$ cat src/rtl/cfg_loader_pkg.sv
package cfg_loader_pkg;

   typedef enum logic [1:0] {
      SEL_STREAM   = 2'd0,
      SEL_START_LO = 2'd1,
      SEL_START_HI = 2'd2,
      SEL_PROG     = 2'd3
   } host_sel_e;

endpackage

$ cat src/rtl/cfg_byte_parser.sv
module cfg_byte_parser #(
   parameter int DATA_W   = 8,
   parameter int NUM_REGS = 16
) (
   input  logic                         clk,
   input  logic                         rst_n,
   input  logic                         in_valid,
   input  logic [DATA_W-1:0]            in_byte,
   output logic                         at_boundary,
   output logic                         instr_done,
   output logic                         end_mark,
   output logic [NUM_REGS*DATA_W-1:0]   regs_flat
);
   localparam int IDX_W = $clog2(NUM_REGS);
   localparam int CNT_W = DATA_W - IDX_W;
   localparam logic [DATA_W-1:0] END_CODE = '1;

   if (NUM_REGS != (1 << IDX_W)) begin : g_bad_regs
      $error("NUM_REGS must be a power of two");
   end
   if (IDX_W < 1 || CNT_W < 1) begin : g_bad_split
      $error("op-code byte cannot hold index and count");
   end

   logic             bound_q;
   logic [IDX_W-1:0] ptr_q;
   logic [CNT_W-1:0] rem_q;

   assign at_boundary = bound_q;
   assign end_mark    = in_valid && bound_q && (in_byte == END_CODE);
   assign instr_done  = in_valid && !bound_q && (rem_q == '0);

   always_ff @(posedge clk) begin
      if (!rst_n) begin
         bound_q <= 1'b1;
         ptr_q   <= '0;
         rem_q   <= '0;
      end else if (in_valid) begin
         if (bound_q) begin
            if (in_byte != END_CODE) begin
               ptr_q   <= in_byte[DATA_W-1 -: IDX_W];
               rem_q   <= in_byte[CNT_W-1:0];
               bound_q <= 1'b0;
            end
         end else begin
            ptr_q <= ptr_q + 1'b1;
            if (rem_q == '0) begin
               bound_q <= 1'b1;
            end else begin
               rem_q <= rem_q - 1'b1;
            end
         end
      end
   end

   for (genvar g = 0; g < NUM_REGS; g++) begin : g_bank
      logic [DATA_W-1:0] val_q;
      logic              we;
      assign we = in_valid && !bound_q && (ptr_q == IDX_W'(g));
      always_ff @(posedge clk) begin
         if (!rst_n) begin
            val_q <= '0;
         end else if (we) begin
            val_q <= in_byte;
         end
      end
      assign regs_flat[g*DATA_W +: DATA_W] = val_q;
   end

endmodule

$ cat src/rtl/cfg_addr_ctr.sv
module cfg_addr_ctr #(
   parameter int ADDR_W = 15,
   parameter int DATA_W = 8
) (
   input  logic                     clk,
   input  logic                     rst_n,
   input  logic                     lo_we,
   input  logic                     hi_we,
   input  logic [DATA_W-1:0]        lo_data,
   input  logic [ADDR_W-DATA_W-1:0] hi_data,
   input  logic                     reload,
   input  logic                     inc,
   output logic [ADDR_W-1:0]        addr
);
   localparam int HI_W = ADDR_W - DATA_W;

   if (HI_W < 1 || HI_W > DATA_W) begin : g_bad_addr
      $error("ADDR_W must lie between DATA_W+1 and 2*DATA_W");
   end

   logic [DATA_W-1:0] start_lo_q;
   logic [HI_W-1:0]   start_hi_q;
   logic [ADDR_W-1:0] addr_q;

   assign addr = addr_q;

   always_ff @(posedge clk) begin
      if (!rst_n) begin
         start_lo_q <= '0;
         start_hi_q <= '0;
         addr_q     <= '0;
      end else begin
         if (lo_we) start_lo_q <= lo_data;
         if (hi_we) begin
            start_hi_q <= hi_data;
            addr_q     <= {hi_data, start_lo_q};
         end else if (reload) begin
            addr_q <= {start_hi_q, start_lo_q};
         end else if (inc) begin
            addr_q <= addr_q + 1'b1;
         end
      end
   end

endmodule

$ cat src/rtl/cfg_seq_ctrl.sv
module cfg_seq_ctrl (
   input  logic clk,
   input  logic rst_n,
   input  logic host_req_n,
   input  logic step,
   input  logic at_boundary,
   input  logic instr_done,
   input  logic end_mark,
   output logic host_ack,
   output logic busy,
   output logic reload
);
   logic pend_q, busy_q, wrapped_q, ack_q;
   logic start;

   assign start    = (step || pend_q) && !busy_q && !ack_q && at_boundary;
   assign reload   = busy_q && end_mark;
   assign busy     = busy_q;
   assign host_ack = ack_q;

   always_ff @(posedge clk) begin
      if (!rst_n) begin
         pend_q    <= 1'b0;
         busy_q    <= 1'b0;
         wrapped_q <= 1'b0;
         ack_q     <= 1'b0;
      end else begin
         if (start)     pend_q <= 1'b0;
         else if (step) pend_q <= 1'b1;

         if (start) begin
            busy_q    <= 1'b1;
            wrapped_q <= 1'b0;
         end else if (busy_q) begin
            if (instr_done || (end_mark && wrapped_q)) busy_q <= 1'b0;
            if (end_mark) wrapped_q <= 1'b1;
         end

         ack_q <= !host_req_n && (ack_q || (!busy_q && !start));
      end
   end

endmodule

$ cat src/rtl/cfg_seq_loader.sv
module cfg_seq_loader #(
   parameter int DATA_W   = 8,
   parameter int ADDR_W   = 15,
   parameter int NUM_REGS = 16
) (
   input  logic                       clk,
   input  logic                       rst_n,
   input  logic                       host_req_n,
   output logic                       host_ack,
   input  logic                       host_wr,
   input  logic [1:0]                 host_sel,
   input  logic [DATA_W-1:0]          host_wdata,
   input  logic                       step,
   output logic [ADDR_W-1:0]          ram_addr,
   output logic [DATA_W-1:0]          ram_wdata,
   output logic                       ram_we,
   input  logic [DATA_W-1:0]          ram_rdata,
   output logic [NUM_REGS*DATA_W-1:0] cfg_regs
);
   import cfg_loader_pkg::*;

   localparam int HI_W = ADDR_W - DATA_W;

   logic            host_ok;
   host_sel_e       sel;
   logic            seq_busy, seq_reload;
   logic            par_valid;
   logic [DATA_W-1:0] par_byte;
   logic            at_bound, instr_done, end_mark;

   assign sel       = host_sel_e'(host_sel);
   assign host_ok   = host_wr && host_ack;
   assign par_valid = seq_busy || (host_ok && sel == SEL_STREAM);
   assign par_byte  = seq_busy ? ram_rdata : host_wdata;
   assign ram_we    = host_ok && sel == SEL_PROG;
   assign ram_wdata = host_wdata;

   cfg_seq_ctrl u_ctrl (
      .clk         (clk),
      .rst_n       (rst_n),
      .host_req_n  (host_req_n),
      .step        (step),
      .at_boundary (at_bound),
      .instr_done  (instr_done),
      .end_mark    (end_mark),
      .host_ack    (host_ack),
      .busy        (seq_busy),
      .reload      (seq_reload)
   );

   cfg_addr_ctr #(.ADDR_W(ADDR_W), .DATA_W(DATA_W)) u_addr (
      .clk     (clk),
      .rst_n   (rst_n),
      .lo_we   (host_ok && sel == SEL_START_LO),
      .hi_we   (host_ok && sel == SEL_START_HI),
      .lo_data (host_wdata),
      .hi_data (host_wdata[HI_W-1:0]),
      .reload  (seq_reload),
      .inc     (ram_we || seq_busy),
      .addr    (ram_addr)
   );

   cfg_byte_parser #(.DATA_W(DATA_W), .NUM_REGS(NUM_REGS)) u_parse (
      .clk         (clk),
      .rst_n       (rst_n),
      .in_valid    (par_valid),
      .in_byte     (par_byte),
      .at_boundary (at_bound),
      .instr_done  (instr_done),
      .end_mark    (end_mark),
      .regs_flat   (cfg_regs)
   );

endmodule

$ cat config.mk
export PLATFORM = sky130hd
export DESIGN_NAME = cfg_seq_loader
export DESIGN_NICKNAME = d
export VERILOG_FILES = /design/src/rtl/cfg_loader_pkg.sv /design/src/rtl/cfg_byte_parser.sv /design/src/rtl/cfg_addr_ctr.sv /design/src/rtl/cfg_seq_ctrl.sv /design/src/rtl/cfg_seq_loader.sv
export SDC_FILE = /design/constraint.sdc
export NUM_CORES = 1
export LEC_CHECK = 0
export ABC_AREA = 1
export BUFFER_PORTS_ARGS = -buffer_cell sky130_fd_sc_hd__buf_2
export CAP_MARGIN = 20
export CELL_PAD_IN_SITES_DETAIL_PLACEMENT = 1
export CELL_PAD_IN_SITES_GLOBAL_PLACEMENT = 1
export CORE_UTILIZATION = 41
export DETAILED_ROUTE_END_ITERATION = 8
export PLACE_DENSITY = 0.89
export SLEW_MARGIN = 20
export SYNTH_ARGS = -nofsm -noshare
export SYNTH_HDL_FRONTEND = slang
export SYNTH_HIERARCHICAL = 1
export SYNTH_SLANG_ARGS = --single-unit
$ cat constraint.sdc
create_clock -name clk -period 3.76 [get_ports clk]
set_input_delay 0 -clock clk [delete_from_list [all_inputs] [get_ports clk]]
set_output_delay 0 -clock clk [all_outputs]
set_load 0.02 [all_outputs]
==> run_results.csv, run 1 <==
group,metric,value,unit
run_status,status,"complete, no violations",
final_layout,area_delta_synth_final,21.7,%
timing,slew_headroom,47.5,%
clock_tree,clock_latency,430,ps
pwr,clock_power_share,41.0,%
pwr,vdd_drop_max,377,uV
placed_design,dp.cells,1305,
pwr,p_int,3010,uW
timing,rsz0062_at_grt,"false",
floorplan,die-area,17800,um^2
placed_design,place.port_buffers,175,
pwr,p_seq_share,45.4,%
logic_synthesis,synth_flop_cell,"dfxtp_1",
clock_tree,clk_path_buf_depth,2,
logic_synthesis,synthMuxAreaShare,0,%
logic_synthesis,synth-async-reset-ratio,0,%
clock_tree,htree_num_levels,4,
pwr,power_density,494,nW/um^2
critical_path,critPathArrivalTime,3020,ps
critical_path,crit_path_start_kind,"flip-flop",
global_routing,overflow,0,
pwr,p_comb_share,13.6,%
global_routing,grt_max_degree,91,
routing,vias,7163,
logic_synthesis,syn-num-nets,992,
global_routing,grt_pass1_vias,7258,
routing,drt_first_pass_iters,5,
routing,drtAntennaViolNets,0,
global_routing,antenna_found_initial,0,
timing,setup_viol,0,
floorplan,die_h,134,um
final_layout,fill_cells,2204,
logic_synthesis,synthAdderAreaFrac,1.06,%
floorplan,start_util,42.3,%
placed_design,dp.final_hpwl,16.1,mm
floorplan,rows,47,
pwr,p_leak,0.00420,uW
job,drv_cap,0,
timing,slew_viol_final,0,
global_routing,track_usage,27.4,%
timing,period_needed,2730,ps
logic_synthesis,synth_top_family_by_area,"simple AND/OR/NAND/NOR gates",
worst_hold_path,hp-class,"input pin to flip-flop",
worst_hold_path,holdCritStartpoint,"rst_n",
logic_synthesis,yosysWarnings,6,
clock_tree,ctsHoldBuffers,10,
logic_synthesis,synth_compound_area_share,17.2,%
critical_path,cp-end-kind,"flip-flop",
final_layout,final_cells,1347,
timing,tns,0,ps
clock_tree,cts_buffers,17,
critical_path,reg2reg_from,"u_ctrl/busy$_SDFF_PN0_",
timing,max_freq,367,MHz
logic_synthesis,syn-cell-area,7090,um^2
clock_tree,cts_sinks,171,
final_layout,most-common-layout-cells,"nor2_1, buf_2, dfxtp_1",
logic_synthesis,synth_xor_area_share,0.247,%
timing,worstMarginPinSlew,788,ps
logic_synthesis,yosys.cell_types.count,36,
critical_path,worstPathRequired,4050,ps
clock_tree,path_clk_slew,60,ps
clock_tree,cts.repair.resized,0,
global_routing,grt_pass1_wl,38.1,mm
logic_synthesis,synth_edf_count,0,
pwr,netSwitchingFraction,29.4,%
timing,finalHoldViolations,0,
routing,drc,0,
clock_tree,cts_tree,"yes",
logic_synthesis,synth-simple-area-share,24.8,%
clock_tree,cts_setup_buffers,0,
logic_synthesis,avgSynthCellArea,7.37,um^2
logic_synthesis,synth-seq-cells,171,
clock_tree,clockRootBuffer,"clkbuf_16",
critical_path,path_max_fanout,18,
critical_path,worstSetupPathType,"flip-flop to flip-flop",
placed_design,gp_congestion,0.839,
routing,drt_iter0_drc,359,
routing,drt-total-wl,24.1,mm
final_layout,final_common_cell,"nor2_1",
logic_synthesis,ys_seq_area_share,48.3,%
logic_synthesis,syn_inst,963,
critical_path,cp-startpoint,"u_ctrl/busy$_SDFF_PN0_",
floorplan,coreArea,16800,um^2
final_layout,num_antenna_cells,0,
final_layout,drive_gt1_share,22.0,%
final_layout,fin_nets,1143,
floorplan,die_x,134,um
routing,wl_per_cell,17.9,um
final_layout,multi_input_area,3080,um^2
timing,clock_skew,7.30,ps
timing,fin_crit_sh,72.5,%
floorplan,ios,176,
routing,avgViaCountPerCell,5.32,
final_layout,seq_area,3420,um^2
pwr,p_sw,1250,uW
-- Yosys cell counts (3+ instances only) --
cell type	count	area, um^2
nor2_2	7	43.8
o21ai_0	158	791
buf_2	10	50.1
o21bai_1	3	22.5
nor2_1	255	957
nand2_1	110	413
a21oi_1	62	310
nand2_2	8	50.1
nand3_1	17	85.1
ha_1	6	75.1
clkbuf_1	16	60.1
inv_2	3	11.3
nor2_4	7	78.8
nor3_1	7	35.0
nand4_1	7	43.8
buf_1	7	26.3
o21ai_1	5	25.0
inv_1	56	210
buf_4	27	203
dfxtp_1	171	3420
-- routing by layer --
layer  GRT usage [%]  wire length, um
met1            33.1            10400
met2            45.7            11600
met3            6.70             1450
met4            12.8              682
met5               0                0
-- state kept, by name (all words and copies together) (netlist names) --
name and count:
u_addr/addr 15, u_addr/start_hi_q 7, u_addr/start_lo_q 8, u_ctrl/busy 1, u_ctrl/host_ack 1, u_ctrl/pend_q 1, u_ctrl/wrapped_q 1, u_parse/at_boundary 1
u_parse/g_bank.val_q 128, u_parse/ptr_q 4, u_parse/rem_q 4
-- logic make-up after synthesis --
family	count (synthesis)
flip-flops	171
buffers and inverters	125
AND/OR/NAND/NOR	423
AO/OA/AOI/OAI	236
adder cells (fa/ha/maj)	6
XOR/XNOR	2
-- worst paths after layout --
check	end	slack (ps)	depth (start not counted)
max	u_addr/addr[6]$_SDFFE_PN0P_	1030	15
min	u_parse/at_boundary$_SDFFE_PN1P_	130	2
max reg2reg	u_addr/addr[6]$_SDFFE_PN0P_	1030	15
min reg2reg	u_addr/start_hi_q[1]$_SDFFE_PN0P_	490	2
-- through the flow --
| step | util, % | worst slack, ps | power [uW] | area (um^2) | hold slack (ps) |
|---|---|---|---|---|---|
| after floorplan | - | 1760 | 2340 | 7090 | 113 |
| after global placement | 47.5 | 1270 | 2510 | 7960 | 268 |
| after detailed placement | 47.5 | 1090 | 2540 | 7960 | 271 |
| after CTS | 51.5 | 1020 | 4290 | 8640 | 116 |
| after global routing | 51.5 | 813 | 4430 | 8640 | 153 |
| final | 51.5 | 1030 | 4270 | 8640 | 126 |
-- power by group through the flow --
stage               logic (uW)  clock network, uW  registers (uW)
finish                     582               1750            1940
global route               636               1850            1940
CTS                        578               1770            1940
detailed placement         560                  0            1980
global placement           537                  0            1980
floorplan                  350                  0            1990
-- worst max-delay path: stages, from the launching register on --
cell	delay, ps
dfxtp_1	420
inv_2	190
nand2_1	80
nand2_1	70
buf_4	280
nand2_1	80
nor2_1	90
nand3_1	140
nor2_1	170
nand2_1	70
inv_1	230
nor2_8	100
nand2_2	230
clkinv_2	190
nor2_1	180
a221oi_2	90
-- final cells by class --
cell class              instances  area share, %
repair buffers                195           12.2
well taps                     220           3.19
inverters                      62           2.71
clock buffers                  20           5.06
multi-input cells             667           35.6
clock inverters                12           1.61
flip-flops and latches        171           39.6
Power figures use the tool's default switching activity.
==> inputs of run 2 (changes only) <==
- CORE_UTILIZATION: 41 -> 34
- PLACE_DENSITY: 0.89 -> 0.79
- clock period: 3.76 -> 2.4 ns (I/O delays scaled with it)
==> run 2 against run 1 <==
  * Non-clock buffer count is 24 higher
  * Clock-buffer cell count is 3 lower
  * Worst setup slack worse by 800 ps
  * Register-to-register slack worse by 800 ps
  * Critical path depth is 1 lower
  * Core utilization is 7.7 points lower
  * Via count is 1.9% lower
  * Combinational power is 66% higher
  * Clock skew is 7.5 ps higher
  * Largest cell class unchanged
  * First-iteration DRC count is 17% lower
  * Cell count is 5.5% higher
  * Critical endpoint is now u_addr/addr[12]$_SDFFE_PN0P_
  * Sequential share of layout area is 1.3 points lower
==> run_results.csv, run 2 (same netlist as run 1, synthesis figures left out) <==
group,metric,value,unit
run_status,status,"complete, no violations",
clock_tree,cts_sinks,171,
pwr,clock_power_share,41.2,%
pwr,netSwitchingFraction,30.8,%
routing,route.met3.wl,1.09,mm
routing,drc,0,
routing,drt-total-wl,23.9,mm
routing,met2_length,11.3,mm
floorplan,ios,176,
clock_tree,clk_path_buf_depth,2,
floorplan,die_h,146,um
pwr,p_leak,0.00435,uW
timing,period_needed,2170,ps
placed_design,dp.final_hpwl,16.4,mm
floorplan,die-area,21400,um^2
pwr,p_comb_share,14.2,%
final_layout,drive_gt1_share,24.2,%
routing,drtAntennaViolNets,0,
final_layout,seq_area,3420,um^2
clock_tree,cts_buffers,17,
timing,fin_crit_sh,90.4,%
pwr,p_sw,2090,uW
routing,avgViaCountPerCell,4.95,
final_layout,top_register,"u_parse/g_bank.val_q",
critical_path,critPathArrivalTime,2530,ps
routing,vias,7030,
worst_hold_path,hp-class,"input pin to flip-flop",
pwr,p_int,4700,uW
floorplan,start_util,34.8,%
global_routing,antenna_found_initial,0,
placed_design,place.port_buffers,175,
timing,clock_skew,14.8,ps
final_layout,fin_nets,1167,
critical_path,cp-end-kind,"flip-flop",
routing,wl_per_cell,16.8,um
critical_path,crit_path_start_kind,"flip-flop",
job,drv_cap,0,
pwr,power_density,761,nW/um^2
placed_design,gp_congestion,0.807,
critical_path,path_max_fanout,14,
global_routing,grt_max_degree,67,
final_layout,final_common_cell,"nor2_1",
critical_path,worstSetupPathType,"flip-flop to flip-flop",
final_layout,largest_register_ffs,128,
timing,slew_viol_final,0,
routing,drt_first_pass_iters,4,
global_routing,overflow,0,
floorplan,die_x,146,um
pwr,p_seq_share,44.5,%
timing,worstMarginPinSlew,633,ps
critical_path,reg2reg_slack,230,ps
final_layout,post-route-util,43.8,%
final_layout,multi_input_area,3080,um^2
timing,max_freq,461,MHz
timing,tns,0,ps
routing,highest_layer,"met4",
clock_tree,clockRootBuffer,"clkbuf_16",
final_layout,area_delta_synth_final,25.8,%
timing,slew_headroom,57.8,%
routing,met1_length,11.2,mm
clock_tree,htree_num_levels,4,
global_routing,grt_pass1_vias,7102,
timing,finalHoldViolations,0,
floorplan,rows,52,
clock_tree,path_clk_slew,70,ps
floorplan,coreArea,20400,um^2
global_routing,track_usage,22.8,%
timing,setup_viol,0,
clock_tree,clock_latency,440,ps
pwr,vdd_drop_max,451,uV
final_layout,fill_cells,2622,
timing,rsz0062_at_grt,"false",
routing,drt_iter0_drc,299,
global_routing,grt_pass1_wl,38.4,mm
critical_path,worstPathRequired,2760,ps
final_layout,num_antenna_cells,0,
final_layout,most-common-layout-cells,"nor2_1, buf_2, dfxtp_1",
clock_tree,cts_tree,"yes",
run 2: final timing paths:
kind,startpoint,to,cells past startpoint
setup / recovery,u_ctrl/busy$_SDFF_PN0_,u_addr/addr[12]$_SDFFE_PN0P_,14
hold / removal,ram_rdata[2],u_parse/g_bank[3].val_q[2]$_SDFFE_PN0P_,5
hold reg to reg,u_addr/start_hi_q[6]$_SDFFE_PN0P_,u_addr/start_hi_q[6]$_SDFFE_PN0P_,2
setup reg to reg,u_ctrl/busy$_SDFF_PN0_,u_addr/addr[12]$_SDFFE_PN0P_,14
run 2: per-stage QoR:
stage,setup slack (ps),cell area (um^2),hold slack [ps],instances,power [uW]
after global routing,55.7,8920,57.9,1421,7080
after CTS,8.19,8910,24.6,1421,6840
final,231,8920,40.9,1421,6790
after detailed placement,65.2,8220,276,1379,4030
after global placement,228,8220,275,1379,4010
after floorplan,401,7090,113,963,3670
run 2: repair_timing:
action,CTS,global route
endpoints found under the setup margin,0,17
hold endpoints to repair,25,0
hold buffers,10,0
gates resized for setup,0,6
setup buffers,0,0
run 2: power by group through the flow:
stage	logic, uW	registers (uW)	clock network [uW]
after floorplan	548	3120	0
after detailed placement	948	3090	0
after global routing	1060	3040	2980
final	965	3020	2800
after global placement	927	3080	0
after CTS	967	3020	2850
run 2: area by class of cell:
cell class | instances | share of cell area, %
Inverter | 62 | 2.68
Tap cell | 270 | 3.79
Clock inverter | 15 | 1.91
Sequential cell | 171 | 38.4
Multi-Input combinational cell | 667 | 34.5
Timing Repair Buffer | 219 | 14.0
Clock buffer | 17 | 4.77
run 2: per-layer routing:
metal | vias to the layer above | GRT usage, %
met3 | 27 | 5.09
met4 | 0 | 7.19
li1 | 3444 | -
met2 | 165 | 37.2
met5 | - | 0
met1 | 3394 | 29.7
run 2: worst max-delay path, cell delays in order, from the launching register on:
cell and delay, ps:
dfxtp_2 430, buf_4 170, nand2_1 50, nand2_1 80
nand2_1 50, inv_1 50, nand3_1 140, nor2_1 200
nand2_1 100, inv_2 150, nor2_8 80, nand2_2 150
buf_4 170, o21ai_0 100, a21oi_1 170
==> inputs of run 3 (changes only) <==
- CORE_ASPECT_RATIO: unset -> 0.75
- SKIP_LAST_GASP: unset -> 1
==> run 3 against run 2 <==
  * Clock power increased by 11%
  * Sequential power barely moved
  * Register-to-register slack got worse by 60 ps
  * Flip-flop and latch count unchanged
  * Core utilization grew 0.51 points
  * Routed wire length shrank 0.68%
  * Die area hardly changed
==> run_results.csv, run 3 (same netlist as run 1, synthesis figures left out) <==
group,metric,value,unit
final_layout,seq_area,3420,um^2
timing,setup_viol,0,
timing,rsz0062_at_grt,"true",
routing,drt-total-wl,23.8,mm
global_routing,grt_max_degree,64,
clock_tree,clk_path_buf_depth,2,
timing,period_needed,2230,ps
routing,drc,0,
timing,worstMarginPinSlew,586,ps
final_layout,multi_input_area,3090,um^2
critical_path,cp_common_cell,"nand2_1",
routing,avgViaCountPerCell,4.90,
run_status,status,"complete, no violations",
critical_path,worstSetupPathType,"flip-flop to flip-flop",
clock_tree,cts_buffers,17,
floorplan,rows,45,
critical_path,reg2reg_from,"u_ctrl/busy$_SDFF_PN0_",
global_routing,grt_pass1_vias,6982,
placed_design,gp_congestion,0.833,
critical_path,reg2reg_slack,170,ps
pwr,vdd_drop_max,373,uV
critical_path,cp-end-kind,"flip-flop",
final_layout,drive_gt1_share,24.0,%
timing,slew_viol_final,0,
floorplan,die_x,169,um
timing,clock_skew,7.51,ps
floorplan,start_util,34.9,%
pwr,finalPower,7080,uW
clock_tree,cts_sinks,171,
critical_path,path_cells,"inv_4 -> nand2_1 -> nand2_1 -> nand2_1 -> nor2_1 -> nand3_1 -> nor2_1 -> nand2_1 -> inv_2 -> nor2_8 -> nand2_2 -> clkinv_2 -> a21oi_1 -> a21oi_1",
clock_tree,cts_tree,"yes",
global_routing,track_usage,22.4,%
pwr,p_leak,0.00438,uW
timing,fin_crit_sh,92.9,%
final_layout,final_common_cell,"nor2_1",
timing,max_freq,448,MHz
worst_hold_path,hold_depth,3,
critical_path,cp_slowest_stage_delay,390,ps
placed_design,place.port_buffers,175,
clock_tree,htree_num_levels,4,
global_routing,antenna_found_initial,0,
final_layout,area_delta_synth_final,27.0,%
timing,slew_headroom,60.7,%
critical_path,regToRegEndpoint,"u_addr/addr[11]$_SDFFE_PN0P_",
final_layout,top_register,"u_parse/g_bank.val_q",
final_layout,most-common-layout-cells,"nor2_1, buf_2, dfxtp_1",
worst_hold_path,hp-class,"input pin to flip-flop",
critical_path,crit_path_start_kind,"flip-flop",
floorplan,die-area,21500,um^2
routing,drt_iter0_drc,419,
routing,wl_per_cell,16.6,um
floorplan,ios,176,
placed_design,dp.final_hpwl,16.6,mm
critical_path,path_max_fanout,14,
clock_tree,clockRootBuffer,"clkbuf_16",
job,drv_cap,0,
final_layout,fin_nets,1166,
worst_hold_path,holdCritStartpoint,"rst_n",
final_layout,fill_cells,2596,
clock_tree,cts_setup_buffers,0,
pwr,power_density,786,nW/um^2
routing,vias,7010,
global_routing,grt_pass1_wl,37.6,mm
clock_tree,clock_latency,420,ps
floorplan,coreArea,20300,um^2
floorplan,die_h,127,um
critical_path,r2r_cells,14,
routing,drt_first_pass_iters,4,
final_layout,num_antenna_cells,0,
worst_hold_path,hold_end,"u_ctrl/wrapped_q$_SDFFE_PP0P_",
final_layout,largest_register_ffs,128,
critical_path,worstPathRequired,2710,ps
timing,finalHoldViolations,0,
routing,drtAntennaViolNets,0,
critical_path,slowest_stage,"dfxtp_2",
clock_tree,path_clk_slew,70,ps
global_routing,overflow,0,
timing,tns,0,ps
critical_path,critPathArrivalTime,2540,ps
run 3: power breakdown:
| group | internal [uW] | total (uW) | switching (uW) |
|---|---|---|---|
| Combinational | 279 | 957 | 678 |
| Sequential | 2930 | 3020 | 98.2 |
| Clock | 1930 | 3100 | 1170 |
| Total | 5130 | 7080 | 1950 |
run 3: timing repair:
action / CTS / global route
resized for setup: 0 / 8
setup endpoints to repair: 0 / 33
hold buffers: 10 / 0
hold endpoints to repair: 22 / 0
run 3: worst max-delay path by stage:
stage / startpoint / endpoint / slack, ps / cells past startpoint
2_1_floorplan: u_ctrl/busy$_SDFF_PN0_ / u_addr/addr[6]$_SDFFE_PN0P_ / 400 / 15
3_3_place_gp: u_ctrl/busy$_SDFF_PN0_ / u_parse/g_bank[7].val_q[3]$_SDFFE_PN0P_ / 190 / 9
3_5_place_dp: u_ctrl/busy$_SDFF_PN0_ / u_addr/addr[6]$_SDFFE_PN0P_ / 110 / 13
4_1_cts: u_ctrl/busy$_SDFF_PN0_ / u_addr/addr[11]$_SDFFE_PN0P_ / 0.2 / 14
5_1_grt: u_ctrl/busy$_SDFF_PN0_ / u_addr/addr[11]$_SDFFE_PN0P_ / -40 / 14
6_report: u_ctrl/busy$_SDFF_PN0_ / u_addr/addr[11]$_SDFFE_PN0P_ / 170 / 14
run 3: stage by stage:
stage                     std cells  utilization, %  worst slack, ps  hold slack, ps  instance area (um^2)
after floorplan                 963               -              401             113                  7090
after global placement         1390            40.5              190             256                  8220
after detailed placement       1390            40.5              112             262                  8220
after CTS                      1432            44.2            0.189             101                  8990
after global routing           1432            44.3            -40.9             138                  9010
final                          1432            44.3              170             103                  9010
run 3: layer usage:
metal	GRT usage [%]	vias to the layer above	part of all wire [%]
met5	0	-	0
met4	5.03	0	0.76
met3	4.09	16	6.2
met2	35.4	170	45
met1	31.7	3367	48
li1	-	3457	-
run 3: final cells by class:
cell class	instances	area share (%)
flip-flops and latches	171	38.0
well taps	282	3.92
clock inverters	12	2.32
clock buffers	20	5.07
inverters	62	2.65
multi-input cells	667	34.3
repair buffers	218	13.7
run 3: worst max-delay path: cells and delay by family (launching register included):
family | cells | cell delay (ps)
buf+inv | 3 | 410
compound gates | 2 | 280
simple gates | 9 | 1030
flops | 1 | 390
